**src/rtl/dp_pkg.sv**
```systemverilog
// Package: shared types for the reconfigurable datapath.
// Assumes an 8-word configuration store of 16-bit words whose layout is the
// packed struct below (LSB first: function, source A, source B, shift, ...).
package dp_pkg;

    typedef enum logic [2:0] {
        FN_PASS = 3'd0,
        FN_INC  = 3'd1,
        FN_DEC  = 3'd2,
        FN_ADD  = 3'd3,
        FN_SUB  = 3'd4,
        FN_AND  = 3'd5,
        FN_OR   = 3'd6,
        FN_XOR  = 3'd7
    } alu_fn_e;

    typedef enum logic [1:0] {
        SH_NONE  = 2'd0,
        SH_LEFT  = 2'd1,
        SH_RIGHT = 2'd2,
        SH_SWAP  = 2'd3
    } shift_e;

    // Operand B source code that pops the inbound FIFO.
    localparam logic [1:0] SRCB_FIFO = 2'd3;

    typedef struct packed {
        logic [2:0] rsvd;
        logic       mask_en;
        logic       f1_push;
        logic       a1_we;
        logic       a0_we;
        shift_e     shift;
        logic [1:0] src_b;
        logic [1:0] src_a;
        alu_fn_e    fn;
    } cfg_word_t;

endpackage

```
**src/rtl/dp_cfg_ram.sv**
```systemverilog
// Module: configuration word store.
// Holds 2**AW words of CW bits. One combinational read port is driven by the
// per-cycle select and a second by the host. Writes land at the clock edge, so
// a word is used from the cycle after its write. Assumes synchronous active-low reset.
module dp_cfg_ram #(
    parameter int AW = 3,
    parameter int CW = 16
) (
    input  logic          clk,
    input  logic          rst_n,
    input  logic          we,
    input  logic [AW-1:0] waddr,
    input  logic [CW-1:0] wdata,
    input  logic [AW-1:0] sel,
    output logic [CW-1:0] sel_word,
    input  logic [AW-1:0] host_raddr,
    output logic [CW-1:0] host_word
);
    localparam int WORDS = 1 << AW;

    logic [CW-1:0] mem_q [WORDS];

    // Clear every word on reset, otherwise accept host writes.
    always_ff @(posedge clk) begin
        if (!rst_n) begin
            for (int i = 0; i < WORDS; i++) mem_q[i] <= '0;
        end else if (we) begin
            mem_q[waddr] <= wdata;
        end
    end

    // Per-cycle active word and host readback.
    assign sel_word  = mem_q[sel];
    assign host_word = mem_q[host_raddr];

endmodule

```
**src/rtl/dp_alu.sv**
```systemverilog
// Module: single-cycle ALU with a shift stage and a mask stage.
// Purely combinational. Arithmetic wraps modulo 2**DW. DW must be even so the
// nibble-swap shift can exchange the two halves.
module dp_alu
    import dp_pkg::*;
#(
    parameter int DW = 8
) (
    input  logic [DW-1:0] op_a,
    input  logic [DW-1:0] op_b,
    input  alu_fn_e       fn,
    input  shift_e        shift,
    input  logic          mask_en,
    input  logic [DW-1:0] mask,
    output logic [DW-1:0] result
);
    localparam int HW = DW / 2;

    logic [DW-1:0] raw;
    logic [DW-1:0] shifted;

    // Function stage.
    always_comb begin
        unique case (fn)
            FN_PASS: raw = op_b;
            FN_INC:  raw = op_a + DW'(1);
            FN_DEC:  raw = op_a - DW'(1);
            FN_ADD:  raw = op_a + op_b;
            FN_SUB:  raw = op_a - op_b;
            FN_AND:  raw = op_a & op_b;
            FN_OR:   raw = op_a | op_b;
            default: raw = op_a ^ op_b;
        endcase
    end

    // Shift stage.
    always_comb begin
        unique case (shift)
            SH_NONE:  shifted = raw;
            SH_LEFT:  shifted = {raw[DW-2:0], 1'b0};
            SH_RIGHT: shifted = {1'b0, raw[DW-1:1]};
            default:  shifted = {raw[HW-1:0], raw[DW-1:HW]};
        endcase
    end

    // Mask stage.
    assign result = mask_en ? (shifted & mask) : shifted;

endmodule

```
**src/rtl/dp_fifo.sv**
```systemverilog
// Module: small synchronous FIFO with full/empty flags and drop events.
// A pop succeeds when the FIFO is not empty. A push succeeds when the FIFO is
// not full, or when a pop succeeds in the same cycle. Refused requests leave the
// state unchanged and pulse ovf/unf. Assumes DEPTH >= 2.
module dp_fifo #(
    parameter int DW    = 8,
    parameter int DEPTH = 4
) (
    input  logic          clk,
    input  logic          rst_n,
    input  logic          push,
    input  logic [DW-1:0] wdata,
    input  logic          pop,
    output logic [DW-1:0] head,
    output logic          full,
    output logic          empty,
    output logic          ovf,
    output logic          unf
);
    localparam int PW = $clog2(DEPTH);
    localparam int CNTW = $clog2(DEPTH + 1);
    localparam logic [CNTW-1:0] FULL_CNT = CNTW'(DEPTH);
    localparam logic [PW-1:0] LAST_PTR = PW'(DEPTH - 1);

    logic [DW-1:0]   mem_q [DEPTH];
    logic [PW-1:0]   wr_q, rd_q;
    logic [CNTW-1:0] cnt_q;
    logic            push_ok, pop_ok;

    assign empty   = (cnt_q == '0);
    assign full    = (cnt_q == FULL_CNT);
    assign pop_ok  = pop && !empty;
    assign push_ok = push && (!full || pop_ok);
    assign ovf     = push && !push_ok;
    assign unf     = pop && !pop_ok;
    assign head    = mem_q[rd_q];

    // Pointer, count and storage update.
    always_ff @(posedge clk) begin
        if (!rst_n) begin
            wr_q  <= '0;
            rd_q  <= '0;
            cnt_q <= '0;
            for (int i = 0; i < DEPTH; i++) mem_q[i] <= '0;
        end else begin
            if (push_ok) begin
                mem_q[wr_q] <= wdata;
                wr_q <= (wr_q == LAST_PTR) ? '0 : wr_q + 1'b1;
            end
            if (pop_ok) begin
                rd_q <= (rd_q == LAST_PTR) ? '0 : rd_q + 1'b1;
            end
            cnt_q <= cnt_q + CNTW'(push_ok) - CNTW'(pop_ok);
        end
    end

    // the flags are never both set.
    a_r8_flags_exclusive: assert property (@(posedge clk) disable iff (!rst_n)
        !(full && empty));

    // a refused push leaves a full FIFO full and its head unchanged.
    a_r9_push_full_dropped: assert property (@(posedge clk) disable iff (!rst_n)
        (full && push && !pop) |=> (full && $stable(head)));

    // a refused pop leaves an empty FIFO empty.
    a_r9_pop_empty_dropped: assert property (@(posedge clk) disable iff (!rst_n)
        (empty && pop && !push) |=> empty);

endmodule

```
**src/rtl/dyn_datapath.sv**
```systemverilog
// Module: top of the reconfigurable datapath.
// Each cycle the word picked by cfg_sel drives operand selection, the ALU,
// the shift and mask stages, the accumulator write enables and the F1 push.
// The host owns D0/D1, the mask, the configuration words, F0 pushes and F1 pops.
// Host address map: configuration words in the lower half, registers above.
// Assumes CFG_AW >= 3 so that the seven register slots fit in the upper half.
module dyn_datapath
    import dp_pkg::*;
#(
    parameter int DW         = 8,
    parameter int CFG_AW     = 3,
    parameter int FIFO_DEPTH = 4,
    parameter int HDW        = 16
) (
    input  logic            clk,
    input  logic            rst_n,
    input  logic [CFG_AW-1:0] cfg_sel,
    input  logic            host_we,
    input  logic            host_re,
    input  logic [CFG_AW:0] host_addr,
    input  logic [HDW-1:0]  host_wdata,
    output logic [HDW-1:0]  host_rdata,
    output logic            cmp_eq0,
    output logic            cmp_eq1,
    output logic            zero_flag,
    output logic            f0_full,
    output logic            f0_empty,
    output logic            f1_full,
    output logic            f1_empty
);
    localparam int HAW    = CFG_AW + 1;
    localparam int CW     = $bits(cfg_word_t);
    localparam int NERR   = 4;
    localparam int CFG_N  = 1 << CFG_AW;
    localparam logic [HAW-1:0] ADDR_A0   = HAW'(CFG_N + 0);
    localparam logic [HAW-1:0] ADDR_A1   = HAW'(CFG_N + 1);
    localparam logic [HAW-1:0] ADDR_D0   = HAW'(CFG_N + 2);
    localparam logic [HAW-1:0] ADDR_D1   = HAW'(CFG_N + 3);
    localparam logic [HAW-1:0] ADDR_MASK = HAW'(CFG_N + 4);
    localparam logic [HAW-1:0] ADDR_FIFO = HAW'(CFG_N + 5);
    localparam logic [HAW-1:0] ADDR_STAT = HAW'(CFG_N + 6);

    cfg_word_t       cfg;
    logic [CW-1:0]   cfg_raw, host_cfg_word;
    logic            cfg_region;
    logic [DW-1:0]   a0_q, a1_q, d0_q, d1_q, mask_q;
    logic [DW-1:0]   op_a, op_b, alu_res;
    logic            zero_q;
    logic [NERR-1:0] err_q, err_evt, err_clr;
    logic            f0_push, f0_pop, f1_push, f1_pop;
    logic [DW-1:0]   f0_head, f1_head;
    logic            f0_ovf, f0_unf, f1_ovf, f1_unf;
    logic            unused_rsvd;

    assign cfg_region  = !host_addr[HAW-1];
    assign cfg         = cfg_word_t'(cfg_raw);
    assign unused_rsvd = ^cfg.rsvd;

    dp_cfg_ram #(.AW(CFG_AW), .CW(CW)) i_cfg_ram (
        .clk        (clk),
        .rst_n      (rst_n),
        .we         (host_we && cfg_region),
        .waddr      (host_addr[CFG_AW-1:0]),
        .wdata      (host_wdata[CW-1:0]),
        .sel        (cfg_sel),
        .sel_word   (cfg_raw),
        .host_raddr (host_addr[CFG_AW-1:0]),
        .host_word  (host_cfg_word)
    );

    // Operand A source selection.
    always_comb begin
        unique case (cfg.src_a)
            2'd0:    op_a = a0_q;
            2'd1:    op_a = a1_q;
            2'd2:    op_a = d0_q;
            default: op_a = d1_q;
        endcase
    end

    // Operand B source selection. The FIFO source reads 0 when F0 is empty.
    always_comb begin
        unique case (cfg.src_b)
            2'd0:    op_b = d0_q;
            2'd1:    op_b = d1_q;
            2'd2:    op_b = a1_q;
            default: op_b = f0_empty ? '0 : f0_head;
        endcase
    end

    dp_alu #(.DW(DW)) i_alu (
        .op_a    (op_a),
        .op_b    (op_b),
        .fn      (cfg.fn),
        .shift   (cfg.shift),
        .mask_en (cfg.mask_en),
        .mask    (mask_q),
        .result  (alu_res)
    );

    assign f0_push = host_we && (host_addr == ADDR_FIFO);
    assign f0_pop  = (cfg.src_b == SRCB_FIFO);
    assign f1_push = cfg.f1_push;
    assign f1_pop  = host_re && (host_addr == ADDR_FIFO);

    dp_fifo #(.DW(DW), .DEPTH(FIFO_DEPTH)) i_fifo_in (
        .clk   (clk),
        .rst_n (rst_n),
        .push  (f0_push),
        .wdata (host_wdata[DW-1:0]),
        .pop   (f0_pop),
        .head  (f0_head),
        .full  (f0_full),
        .empty (f0_empty),
        .ovf   (f0_ovf),
        .unf   (f0_unf)
    );

    dp_fifo #(.DW(DW), .DEPTH(FIFO_DEPTH)) i_fifo_out (
        .clk   (clk),
        .rst_n (rst_n),
        .push  (f1_push),
        .wdata (alu_res),
        .pop   (f1_pop),
        .head  (f1_head),
        .full  (f1_full),
        .empty (f1_empty),
        .ovf   (f1_ovf),
        .unf   (f1_unf)
    );

    // Accumulators: a host write has priority over the configured ALU write.
    always_ff @(posedge clk) begin
        if (!rst_n) begin
            a0_q <= '0;
            a1_q <= '0;
        end else begin
            if (host_we && host_addr == ADDR_A0)  a0_q <= host_wdata[DW-1:0];
            else if (cfg.a0_we)                   a0_q <= alu_res;
            if (host_we && host_addr == ADDR_A1)  a1_q <= host_wdata[DW-1:0];
            else if (cfg.a1_we)                   a1_q <= alu_res;
        end
    end

    // Data registers and mask: written by the host only.
    always_ff @(posedge clk) begin
        if (!rst_n) begin
            d0_q   <= '0;
            d1_q   <= '0;
            mask_q <= '1;
        end else if (host_we) begin
            if (host_addr == ADDR_D0)   d0_q   <= host_wdata[DW-1:0];
            if (host_addr == ADDR_D1)   d1_q   <= host_wdata[DW-1:0];
            if (host_addr == ADDR_MASK) mask_q <= host_wdata[DW-1:0];
        end
    end

    // Zero flag records the result of every executed cycle.
    always_ff @(posedge clk) begin
        if (!rst_n) zero_q <= 1'b0;
        else        zero_q <= (alu_res == '0);
    end

    assign err_evt = {f1_unf, f1_ovf, f0_unf, f0_ovf};
    assign err_clr = (host_we && host_addr == ADDR_STAT) ? host_wdata[NERR-1:0] : '0;

    // Sticky error bits: a new event wins over a clear in the same cycle.
    always_ff @(posedge clk) begin
        if (!rst_n) err_q <= '0;
        else        err_q <= (err_q & ~err_clr) | err_evt;
    end

    // Host read mux, combinational.
    always_comb begin
        host_rdata = '0;
        if (cfg_region) begin
            host_rdata = HDW'(host_cfg_word);
        end else begin
            unique case (host_addr)
                ADDR_A0:   host_rdata = HDW'(a0_q);
                ADDR_A1:   host_rdata = HDW'(a1_q);
                ADDR_D0:   host_rdata = HDW'(d0_q);
                ADDR_D1:   host_rdata = HDW'(d1_q);
                ADDR_MASK: host_rdata = HDW'(mask_q);
                ADDR_FIFO: host_rdata = f1_empty ? '0 : HDW'(f1_head);
                ADDR_STAT: host_rdata = HDW'(err_q);
                default:   host_rdata = '0;
            endcase
        end
    end

    assign cmp_eq0   = (a0_q == d0_q);
    assign cmp_eq1   = (a1_q == d1_q);
    assign zero_flag = zero_q;

    // D0 and D1 hold their value unless the host writes them.
    a_r5_d0_host_only: assert property (@(posedge clk) disable iff (!rst_n)
        !(host_we && host_addr == ADDR_D0) |=> $stable(d0_q));
    a_r5_d1_host_only: assert property (@(posedge clk) disable iff (!rst_n)
        !(host_we && host_addr == ADDR_D1) |=> $stable(d1_q));

    // a host write to A0 is kept even when the active word also writes A0.
    a_r5_host_wins_a0: assert property (@(posedge clk) disable iff (!rst_n)
        (host_we && host_addr == ADDR_A0) |=> (a0_q == $past(host_wdata[DW-1:0])));

    // error bits stay set until the host clears them.
    for (genvar gi = 0; gi < NERR; gi++) begin : g_err_chk
        a_r9_err_sticky: assert property (@(posedge clk) disable iff (!rst_n)
            (err_q[gi] && !err_clr[gi]) |=> err_q[gi]);
    end

endmodule

```
**config.mk**
```make
export PLATFORM = sky130hd
export DESIGN_NAME = dyn_datapath
export DESIGN_NICKNAME = d
export VERILOG_FILES = /design/src/rtl/dp_pkg.sv /design/src/rtl/dp_cfg_ram.sv /design/src/rtl/dp_alu.sv /design/src/rtl/dp_fifo.sv /design/src/rtl/dyn_datapath.sv
export SDC_FILE = /design/constraint.sdc
export NUM_CORES = 1
export LEC_CHECK = 0
export BUFFER_PORTS_ARGS = -buffer_cell sky130_fd_sc_hd__buf_2
export CELL_PAD_IN_SITES_DETAIL_PLACEMENT = 1
export CELL_PAD_IN_SITES_GLOBAL_PLACEMENT = 1
export CORE_MARGIN = 1.5
export CORE_UTILIZATION = 37
export DETAILED_ROUTE_END_ITERATION = 12
export HOLD_SLACK_MARGIN = 0.05
export PLACE_DENSITY = 0.7
export SYNTH_ARGS = -nofsm -noshare
export SYNTH_HDL_FRONTEND = slang
export SYNTH_HIERARCHICAL = 1
export SYNTH_SLANG_ARGS = --single-unit
export TNS_END_PERCENT = 30
```
**constraint.sdc**
```tcl
create_clock -name clk -period 9.2 [get_ports clk]
set_clock_uncertainty 0.15 [all_clocks]
set_input_delay 0.46 -clock clk [delete_from_list [all_inputs] [get_ports clk]]
set_output_delay 0.46 -clock clk [all_outputs]
set_load 0.01 [all_outputs]
```
After elaboration in Yosys (flattened, before gate mapping)
Memories as Yosys holds them, arrays and structs flattened. A register that Yosys moved wholly into a read port is not among the register bits.
Cells that the tools add are included.

storage, ports and cells
  memories = 3
  flip-flop bits (word level) = 59
  output and inout port bits = 23
  bits in writable memories = 192
  logic and storage cells = 144

operators by class
  add/sub/neg operators = 12
  bitwise gates (word level) = 7
  mux-type cells = 41
  eq/ne operators = 28
  reduce and logical (&&, ||, !) cells = 40

memory list
  memory            depth  bits a word  rd ports  clocked after Yosys merged registers in  wr ports  RTL line          source
  i_cfg_ram.mem_q   8      16           2         0                                        8         dp_cfg_ram.sv:21  logic [CW-1:0] mem_q [WORDS];
  i_fifo_in.mem_q   4      8            1         1                                        4         dp_fifo.sv:25     logic [DW-1:0] mem_q [DEPTH];
  i_fifo_out.mem_q  4      8            1         1                                        4         dp_fifo.sv:25

operators with widths
  operator             number
  $pmux 8 s7           2
  $mux 8               9
  $pmux 8 s3           3
  $mux 16              2
  $eq 4x4->1 const B   7
  $mux 2               10
  $and 8x8->8          2
  $eq 2x2->1 const B   8
  $eq 8x8->1           2
  $reduce_or 16->1     1
  $reduce_or 8->1      2
  $eq 3x3->1 const B   5
  $logic_and 1x1->1    14
  $mux 1               13
  $logic_not 1->1      9
  $logic_not 3->1      3
  $add 2x1->2 const B  4
  $add 8x1->8 const B  1
  $add 8x8->8          1
  $logic_not 8->1      1
  $or 8x8->8           1
  $sub 8x1->8 const B  1
  $sub 8x8->8          1
  $xor 8x8->8          1
  other kinds (14)     25

Depth between registers and ports, before layout
Gate-level depths: netlist of the first run.

  depth after elaboration = 10
  gate-level depth with buffers = 22
  depth with buffers taken out = 19

Cells and area by module
The synthesis of the first run kept the hierarchy.

by module, submodules not included
  module        area each (µm²)  times used  seq. area each (µm²)  cells an instance
  dp_cfg_ram    6876.6           1           3843.7                430
  dp_fifo       1865.5           2           1141.1                131
  dyn_datapath  3253.1           1           900.9                 362
  dp_alu        1539.0           1           0.0                   224

Worst setup path before layout of the first run
OpenSTA, ideal clock, no wires.

  path kind = input -> register
  from = input cfg_sel[0]
  to = register a0_q[2]
  arrival time = 5.018 ns
  path slack = 3.974 ns
  stages on the path = 22
  library setup time = 0.059 ns
  path buffers = 3
  required time = 8.991 ns
  path through = buf_6 buf_6 mux4_1 mux2_2 buf_2 mux4_2 inv_1 ha_1 nand3_1 xnor2_1 a22o_1 ha_1 a21o_1 a221oi_2 xnor2_1 o21ai_0 o21ai_0 a21oi_1 a221oi_1 mux2i_1 o21ai_0 o211a_1

RTL lines
  item                  RTL line             source
  start, declared       dyn_datapath.sv:17   input logic [CFG_AW-1:0] cfg_sel,
  end signal, assigned  dyn_datapath.sv:138  if (host_we && host_addr == ADDR_A0) a0_q <= host_wdata[DW-1:0];
  end signal, assigned  dyn_datapath.sv:139  else if (cfg.a0_we) a0_q <= alu_res;
  end, declared         dyn_datapath.sv:46   logic [DW-1:0] a0_q, a1_q, d0_q, d1_q, mask_q;

==> key figures, run 1 <==
Timing
  – Final Setup Violations: 0
  – Tcrit/Tclk final: between 60 and 70%
  – FMAX: 0.169 GHz
  – Slew Limit Headroom: 38.3%
  – Final Hold Fails: 0
  – Tmin final: 5.92 ns
  – Slew Limit Fails: 0
  – Slew of the pin with the lowest slew margin: 0.926 ns
  – Post-route setup slack: 3.28 ns
  – RSZ-0062 raised after global routing: no
  – Hold slack: 0.149 ns
  – Setup_tns: 0 ns

Placement
  – RePlAce Congestion: 0.897
  – DP Worst Slack: between 2 and 3 ns
  – IO buf count: 49
  – HPWL after detailed placement: 30.3 mm

Synthesis
  – Mapped Cells: 1269
  – Post-Syn Area: 15200 um^2
  – YS warnings: 6
  – Mean Syn Cell Area: 12.0 um^2
  – Post-Syn Nets: 1330

Setup path
  – Crit end category: flop
  – Max FO, Critical Path: 26
  – Critical path type: input pin to flop
  – CP arrival: between 6 and 7 ns
  – WP data required: around 9.6 ns
  – Cells on worst reg2reg path: 19
  – Startpoint Class: input pin

Global route
  – Met1 Use GR: around 30%
  – Overflow after GRT: 0
  – Routing usage on met3: 2.76%
  – Antenna violations before repair: 0
  – Vias in the first global route: between 10000 and 15000
  – Global route hottest layer: met2
  – Total Routing Usage GR: 22.0%
  – Pin count of the biggest net entering global routing: 69
  – First-pass GRT wire length: 71.1 mm
  – GR Layer Usage met2: between 30% and 40%

Floorplan
  – Row count: between 70 and 80
  – Die area: 42300 um^2
  – Ports: 50
  – Core Box Area: 40700 um^2
  – Die Width: 206 um
  – Initial Util: 37.3%
  – Die H: approximately 200 um

CTS
  – Reg clk slew, reported paths: 0.06 ns
  – CTS H-tree lvls: 1
  – Root Buffer: clkbuf_16
  – CTS Hold Buffers Added: 0
  – CTS tree: built
  – Clock sinks: between 200 and 300
  – Clk_lat worst skew: 0.57 ns
  – Post-CTS Setup Repair Bufs: 0
  – Clock Path Buffers: 3
  – CTS resizes: 0
  – Num CTS Buffers: 30

Final layout
  – Nets: ~1300
  – P&R area growth vs syn: 11.0%
  – Ant diodes: 0
  – Layout cell share with drive strength beyond 1: 16.9%

Route
  – Antenna-violating nets left: 0
  – Wire per inst: ~25 um
  – Vias/cell: 6.00
  – DRT iter0 DRCs: 744
  – Drt drc: 0
  – Iteration count of the initial detailed-routing pass: 5
  – Routed WL: 45.7 mm
  – Total number of vias: 10980

Min path
  – Hold depth: 3
  – Hold Path Class: input pin to flop

Pwr
  – Leak: 6.12 nW
  – Power Density: roughly 210 nW/um^2
  – VDD IR max: about 160 uV

Job
  – Maxcap violations: 0

Outcome
  – Status: finished, final reports clean
==> where the power goes <==
group	internal, mW	leakage [nW]	switching [mW]
sequential	1.34	2.40	0.0772
combinational	0.345	3.21	0.512
clock	0.761	0.508	0.487
total	2.44	6.12	1.08
==> worst paths after layout <==
kind	startpoint	end	slack [ns]
min reg2reg	i_fifo_in/rd_q[0]	i_fifo_in/rd_q[0]	0.36
max reg2reg	flop	a0_q[2]	3.46
min	host_wdata[1]	d0_q[1]	0.15
max	cfg_sel[0]	a0_q[2]	3.28
==> layer usage <==
metal  part of all wire (%)  routed length, um
met4                    2.5               1130
met2                     49              22200
met5                      0                  0
met1                     43              19800
met3                    5.7               2580
==> per-stage QoR <==
| step | utilization [%] | power (mW) | instances | area [um^2] |
|---|---|---|---|---|
| final | 41.4 | 3.52 | 1830 | 16900 |
| after CTS | 41.4 | 3.55 | 1830 | 16900 |
| after floorplan | - | 2.01 | 1269 | 15200 |
| after detailed placement | 38.9 | 2.29 | 1776 | 15900 |
| after global placement | 38.9 | 2.27 | 1776 | 15900 |
| after global routing | 41.4 | 3.67 | 1830 | 16900 |
==> critical path: stages <==
cell,delay (ns)
buf_2,0.64
mux4_1,0.65
mux2_2,0.41
mux4_2,0.52
inv_1,0.19
ha_1,0.25
nand3_1,0.11
xnor2_1,0.13
a22o_1,0.23
ha_1,0.34
a21o_1,0.20
a221oi_2,0.28
xnor2_1,0.14
o21ai_0,0.21
o21ai_0,0.23
a21oi_1,0.06
a221oi_1,0.72
mux2i_1,0.16
o21ai_0,0.12
o211a_1,0.18
==> registers in the layout, indices dropped and copies added (netlist names), named ones only <==
signal / count
i_fifo_out/wr_q: 2
i_fifo_out/rd_q: 2
i_fifo_in/mem_q: 32
mask_q: 8
i_fifo_in/cnt_q: 3
err_q: 4
a1_q: 8
zero_flag: 1
a0_q: 8
i_fifo_in/rd_q: 2
i_fifo_out/mem_q: 32
d1_q: 8
d0_q: 8
i_fifo_in/wr_q: 2
i_fifo_out/cnt_q: 3
i_cfg_ram/mem_q: 128
==> final cells by class <==
cell class / count / area (um^2)
clock buffer: 32 / 758
clock inverter: 22 / 272
fill: 4327 / 23900
inverter: 55 / 206
multi-input combinational: 860 / 7520
sequential: 255 / 7030
tap: 532 / 666
timing repair buffer: 74 / 433
==> cells in the final DEF, fill, tap and decap left out, types with 33 or more instances in the layout <==
master	instances
edfxtp_1	192
nor3_1	137
o21ai_0	78
dfxtp_1	63
and2_1	59
mux4_1	53
buf_2	49
nand3_1	40
mux4_2	38
inv_1	37
mux2_2	33
Note: power is estimated with default switching activity, not from simulation.
==> run 2: changes to the inputs <==
--- a/config.mk
+++ b/config.mk
@@ -12,7 +12,7 @@
 export CORE_UTILIZATION = 37
 export DETAILED_ROUTE_END_ITERATION = 12
 export HOLD_SLACK_MARGIN = 0.05
-export PLACE_DENSITY = 0.7
+export PLACE_DENSITY = 0.72
 export SYNTH_ARGS = -nofsm -noshare
 export SYNTH_HDL_FRONTEND = slang
 export SYNTH_HIERARCHICAL = 1
==> constraint.sdc (replaced) <==
create_clock -name clk -period 4.9 [get_ports clk]
set_clock_uncertainty 0.15 [all_clocks]
set_input_delay 0.245 -clock clk [delete_from_list [all_inputs] [get_ports clk]]
set_output_delay 0.245 -clock clk [all_outputs]
set_load 0.01 [all_outputs]
==> run 2 against run 1 <==
  * Critical path type is now flop to flop
  * Critical endpoint is now zero_flag
  * Routed wire length grew 7.7%
  * Die area stayed put
  * Global-route usage rose by 1.3 points
  * Non-clock buffer count is 81 higher
  * Flip-flop and latch count unchanged
  * Cell count up 4.4%
  * Design area increased by 4.6%
  * Combinational power is 130% higher
  * Sequential share of layout area fell by 1.8 points
==> key figures, run 2 (synthesis results as in run 1) <==
Route
  – Wire per inst: about 26 um
  – DRT iter0 DRCs: roughly 740
  – Routed WL: 49.2 mm
  – Vias/cell: ~6
  – Iteration count of the initial detailed-routing pass: 6
  – Antenna-violating nets left: 0
  – Drt drc: 0
  – Total number of vias: 11406

Setup path
  – CP arrival: 5.21 ns
  – Worst reg2reg path endpoint: zero_flag
  – Cells on worst reg2reg path: 18
  – R2R setup slack: 0.02 ns
  – Max FO, Critical Path: 6
  – Crit end category: flop
  – Startpoint Class: flop
  – Reg2reg start: i_cfg_ram/mem_q[4][6]
  – WP data required: 5.23 ns
  – Critical path type: flop to flop
  – Worst setup endpoint: zero_flag
  – Critical path startpoint: i_cfg_ram/mem_q[4][6]

Final layout
  – Commonest non-fill, non-tap cell in the layout: edfxtp_1
  – Most frequent cells in the layout: edfxtp_1 (192), nor3_1 (136), buf_4 (88), o21ai_0 (71), dfxtp_1 (63)
  – Largest registers: i_cfg_ram/mem_q: 128 flops, i_fifo_in/mem_q: 32 flops, i_fifo_out/mem_q: 32 flops
  – Layout cell share with drive strength beyond 1: a little under a quarter
  – Final cell utilization of the core: a little over two fifths
  – Reg with most FFs: i_cfg_ram/mem_q
  – Max FFs per register: 128
  – Nets: 1417
  – Cell area after layout: between 15000 and 20000 um^2
  – P&R area growth vs syn: 16.1%
  – Fill count: 4329
  – Ant diodes: 0

CTS
  – Reg clk slew, reported paths: 0.07 ns
  – CTS H-tree lvls: 1
  – CTS tree: built
  – Num CTS Buffers: 29
  – Clock Path Buffers: 3
  – Clk_lat worst skew: 0.57 ns
  – Root Buffer: clkbuf_16
  – Clock sinks: 255

Placement
  – RePlAce Congestion: 0.878
  – IO buf count: 49
  – DP Worst Slack: -0.200 ns
  – HPWL after detailed placement: 33.5 mm
  – Placement Cell Area: 16300 um^2

Timing
  – Slew Limit Headroom: 18.2%
  – Setup_tns: 0 ns
  – Final Setup Violations: 0
  – Post-route setup slack: 0.0241 ns
  – Tcrit/Tclk final: between 90 and 100%
  – Slew Limit Fails: 0
  – RSZ-0062 raised after global routing: yes
  – Final Hold Fails: 0
  – Tmin final: 4.88 ns
  – Slew of the pin with the lowest slew margin: 1.23 ns
  – FMAX: 0.205 GHz

Floorplan
  – Die Width: 206 um
  – Row count: 74
  – Ports: 50
  – Core Box Area: 40700 um^2
  – Die H: 206 um
  – Initial Util: 37.3%
  – Die area: 42300 um^2

Pwr
  – VDD IR max: roughly 340 uV
  – Pwr Total: around 6.8 mW
  – Power Density: 382 nW/um^2
  – Leak: 6.47 nW

Global route
  – Vias in the first global route: roughly 12000
  – Antenna violations before repair: 0
  – Pin count of the biggest net entering global routing: 60
  – First-pass GRT wire length: 74.1 mm
  – Overflow after GRT: 0
  – Total Routing Usage GR: a little under a quarter

Job
  – Maxcap violations: 0

Min path
  – Hold depth: 4
  – Hold Path Class: input pin to flop

Outcome
  – Status: finished, final reports clean
## run 2: changes by cell type in the layout (fill, tap and decap cells not counted), sizes merged
cell         before  now
clkinvlp          1    3
dlygate4sd3       0   17
bufinv            6    1
buf              74  138
clkbuf           32   35
inv              39   40
clkinv           31   29
## run 2: cell type report
type	instances	area, um^2	share of cell area, %
Clock buffer	35	778	4.41
Clock inverter	18	136	0.772
Inverter	55	206	1.17
Multi-Input combinational cell	860	7750	43.9
Sequential cell	255	7030	39.8
Tap cell	532	666	3.77
Timing Repair Buffer	155	1100	6.21
## run 2: worst min-delay path by stage
stage               endpoint                from
floorplan            d1_q[6]       host_wdata[6]
global placement        flop  i_fifo_out/rd_q[0]
detailed placement      flop  i_fifo_out/rd_q[0]
CTS                 err_q[3]             host_re
global route        err_q[2]             host_re
finish              err_q[3]             host_re
## run 2: worst max-delay path: stages, from the launching register on
cell and delay [ns]:
edfxtp_1 0.40, mux4_2 0.47, mux2_4 0.35, buf_4 0.16
mux4_2 0.53, nor4_4 0.28, nand2_1 0.12, xnor2_1 0.14
a22o_1 0.28, ha_4 0.17, nor3_1 0.21, and3_4 0.22
o21ba_2 0.17, mux2i_4 0.09, a31oi_4 0.24, a211oi_4 0.11
nor4_4 0.32, nand3b_1 0.11, nor4_1 0.27
## run 2: where the power goes
group | internal [mW] | leakage (nW) | switching [mW]
clock | 1.19 | 0.451 | 0.921
combinational | 0.872 | 3.62 | 1.12
sequential | 2.51 | 2.40 | 0.142
## run 2: per-layer routing
layer,vias to the layer above,track usage [%],wire (um)
met5,-,0,0
met4,0,8.90,1590
met3,87,2.83,2480
met2,326,40.8,24900
met1,5895,29.3,20200
li1,5098,-,-
## run 2: timing repair
item,CTS,global route
buffers inserted,0,14
gates resized for setup,8,39
hold buffers,17,0
pin swaps,2,17
hold endpoints to repair,104,0
endpoints found under the setup margin,25,49
## run 2: through the flow
| step | std cells | hold slack (ns) |
|---|---|---|
| 6_report | 1910 | 0.135 |
| 2_1_floorplan | 1269 | 0.242 |
| 5_1_grt | 1910 | 0.165 |
| 3_5_place_dp | 1827 | 0.356 |
| 3_3_place_gp | 1827 | 0.328 |
| 4_1_cts | 1897 | 0.122 |
==> run 3: changes to the inputs <==
--- a/config.mk
+++ b/config.mk
@@ -13,6 +13,8 @@
 export DETAILED_ROUTE_END_ITERATION = 12
 export HOLD_SLACK_MARGIN = 0.05
 export PLACE_DENSITY = 0.72
+export RECOVER_POWER = 25
+export SLEW_MARGIN = 20
 export SYNTH_ARGS = -nofsm -noshare
 export SYNTH_HDL_FRONTEND = slang
 export SYNTH_HIERARCHICAL = 1
==> constraint.sdc (replaced) <==
create_clock -name clk -period 4.9 [get_ports clk]
set_clock_uncertainty 0.15 [all_clocks]
set_input_delay 0.245 -clock clk [delete_from_list [all_inputs] [get_ports clk]]
set_output_delay 0.245 -clock clk [all_outputs]
set_load 0.1 [all_outputs]
==> run 3 against run 2 <==
  * Largest cell class unchanged
  * The flow now finishes with violations (capacitance limit, slew limit)
  * Routed wire length down 1.8%
  * Fmax down 0.44%
  * Register-to-register slack worse by 0.02 ns
  * Cell count down 0.16%
  * First-iteration DRC count up 20%
  * Non-clock buffer count down 2
==> key figures, run 3 (synthesis results as in run 1) <==
Global route
  – First-pass GRT wire length: 73.4 mm
  – Total Routing Usage GR: 22.8%
  – Antenna violations before repair: 0
  – Vias in the first global route: 11907
  – Overflow after GRT: 0
  – Pin count of the biggest net entering global routing: 61

Setup path
  – Crit end category: flop
  – WP data required: between 5 and 6 ns
  – Max FO, Critical Path: 6
  – Critical path type: flop to flop
  – R2R setup slack: 0.003 ns
  – Startpoint Class: flop
  – CP arrival: 5.20 ns

CTS
  – Clock sinks: 255
  – CTS tree: built
  – Reg clk slew, reported paths: 0.06 ns
  – Num CTS Buffers: 28
  – Clk_lat worst skew: 0.56 ns
  – Root Buffer: clkbuf_16
  – CTS H-tree lvls: 1
  – Clock Path Buffers: 3

Outcome
  – Status: finished, violations left
  – Failing checks: capacitance limit, slew limit

Timing
  – Final Setup Violations: 0
  – Tcrit/Tclk final: 99.9%
  – FMAX: 0.204 GHz
  – RSZ-0062 raised after global routing: yes
  – Hold slack: 0.127 ns
  – Setup_tns: 0 ns
  – Slew Limit Fails: 66
  – Tmin final: 4.90 ns
  – Slew of the pin with the lowest slew margin: between 1.5 and 2 ns
  – Slew Limit Headroom: -7.78%
  – Final Hold Fails: 0

Route
  – Antenna-violating nets left: 0
  – Wire per inst: 25.3 um
  – Vias/cell: 6.03
  – Iteration count of the initial detailed-routing pass: 4
  – DRT iter0 DRCs: 887
  – Routed WL: ~48 mm
  – Total number of vias: roughly 12000
  – Drt drc: 0

Final layout
  – P&R area growth vs syn: 15.9%
  – Reg with most FFs: i_cfg_ram/mem_q
  – Final cell utilization of the core: 43.3%
  – Largest registers: i_cfg_ram/mem_q: 128 flops, i_fifo_in/mem_q: 32 flops, i_fifo_out/mem_q: 32 flops
  – Nets: 1414
  – Ant diodes: 0
  – Finished Layout Cells: 1907
  – Max FFs per register: 128
  – Most frequent cells in the layout: edfxtp_1 (192), nor3_1 (135), buf_4 (79), o21ai_0 (71), dfxtp_1 (62)
  – Commonest non-fill, non-tap cell in the layout: edfxtp_1
  – Fill count: approximately 4300
  – Layout cell share with drive strength beyond 1: 22.0%

Pwr
  – Power Density: between 300 and 400 nW/um^2
  – Leak: 6.42 nW
  – Pwr Total: 7.03 mW
  – VDD IR max: 339 uV

Placement
  – Placed insts: 1824
  – IO buf count: 49
  – RePlAce Congestion: 0.917
  – HPWL after detailed placement: 32.6 mm

Floorplan
  – Row count: 74
  – Die Width: 206 um
  – Die H: 206 um
  – Ports: 50
  – Initial Util: 37.3%
  – Die area: 42300 um^2
  – Core Box Area: 40700 um^2

Min path
  – Hold Path Class: input pin to flop

Job
  – Maxcap violations: 2
[run 3: cell types whose count changed in the layout (fill, tap and decap cells not counted), moves of 3 or more]
cell / delta
buf_4: -9
nor2_2: +3
nor2_1: -3
o21ai_4: +3
clkinv_1: +8
clkbuf_8: -3
buf_6: +3
o21ai_2: -4
buf_2: -3
clkbuf_1: +5
[run 3: layout make-up]
type	count	area, um^2	area share [%]
clock buffers	30	729	4.14
clock inverters	22	160	0.908
inverters	55	206	1.17
multi-input cells	860	7760	44.0
flip-flops and latches	255	7030	39.9
well taps	532	666	3.77
repair buffers	153	1080	6.12
[run 3: through the flow]
stage          worst slack (ns)  area (um^2)
3_5_place_dp            -0.0831        16300
4_1_cts                 0.00824        17400
5_1_grt                  -0.141        17600
6_report                0.00260        17600
2_1_floorplan            0.0111        15200
3_3_place_gp            -0.0517        16300
[run 3: power breakdown]
group / total (mW) / internal, mW / leakage [nW] / switching, mW
Sequential: 2.65 / 2.51 / 2.40 / 0.141
Clock: 2.08 / 1.18 / 0.433 / 0.901
Combinational: 2.30 / 0.877 / 3.59 / 1.42
[run 3: final timing paths]
path,from,to,cells past startpoint
hold reg to reg,i_fifo_out/rd_q[0],i_fifo_out/rd_q[0],2
setup / recovery,i_cfg_ram/mem_q[5][6],zero_flag,18
setup reg to reg,i_cfg_ram/mem_q[5][6],zero_flag,18
hold / removal,host_re,err_q[2],4
[run 3: what timing repair did]
item	4_1_cts	5_1_grt
hold buffers	17	0
cloned	0	0
setup buffers	2	12
hold endpoints to repair	85	0
endpoints found under the setup margin	10	41
gates resized for setup	2	49
pin swaps	1	23
[run 3: worst max-delay path, stage by stage (launching register included)]
cell and delay [ns]:
edfxtp_1 0.38, mux4_2 0.47, mux2_4 0.35, mux4_2 0.51, buf_6 0.16, nor4_4 0.29, nand2_1 0.11, xnor2_1 0.14
a22o_1 0.28, ha_4 0.18, nor3_1 0.20, and3_1 0.25, o21ba_2 0.19, mux2i_4 0.10, a31oi_4 0.24, a211oi_4 0.11
nor4_2 0.28, nand3b_1 0.10, nor4_1 0.30
[run 3: routing by layer]
metal / vias up / global-route usage [%] / share of wire [%]
met5: - / 0 / 0
met1: 5928 / 30.1 / 42
li1: 5096 / - / -
met2: 378 / 38.6 / 49
met3: 104 / 2.22 / 4.5
met4: 0 / 9.01 / 4.0
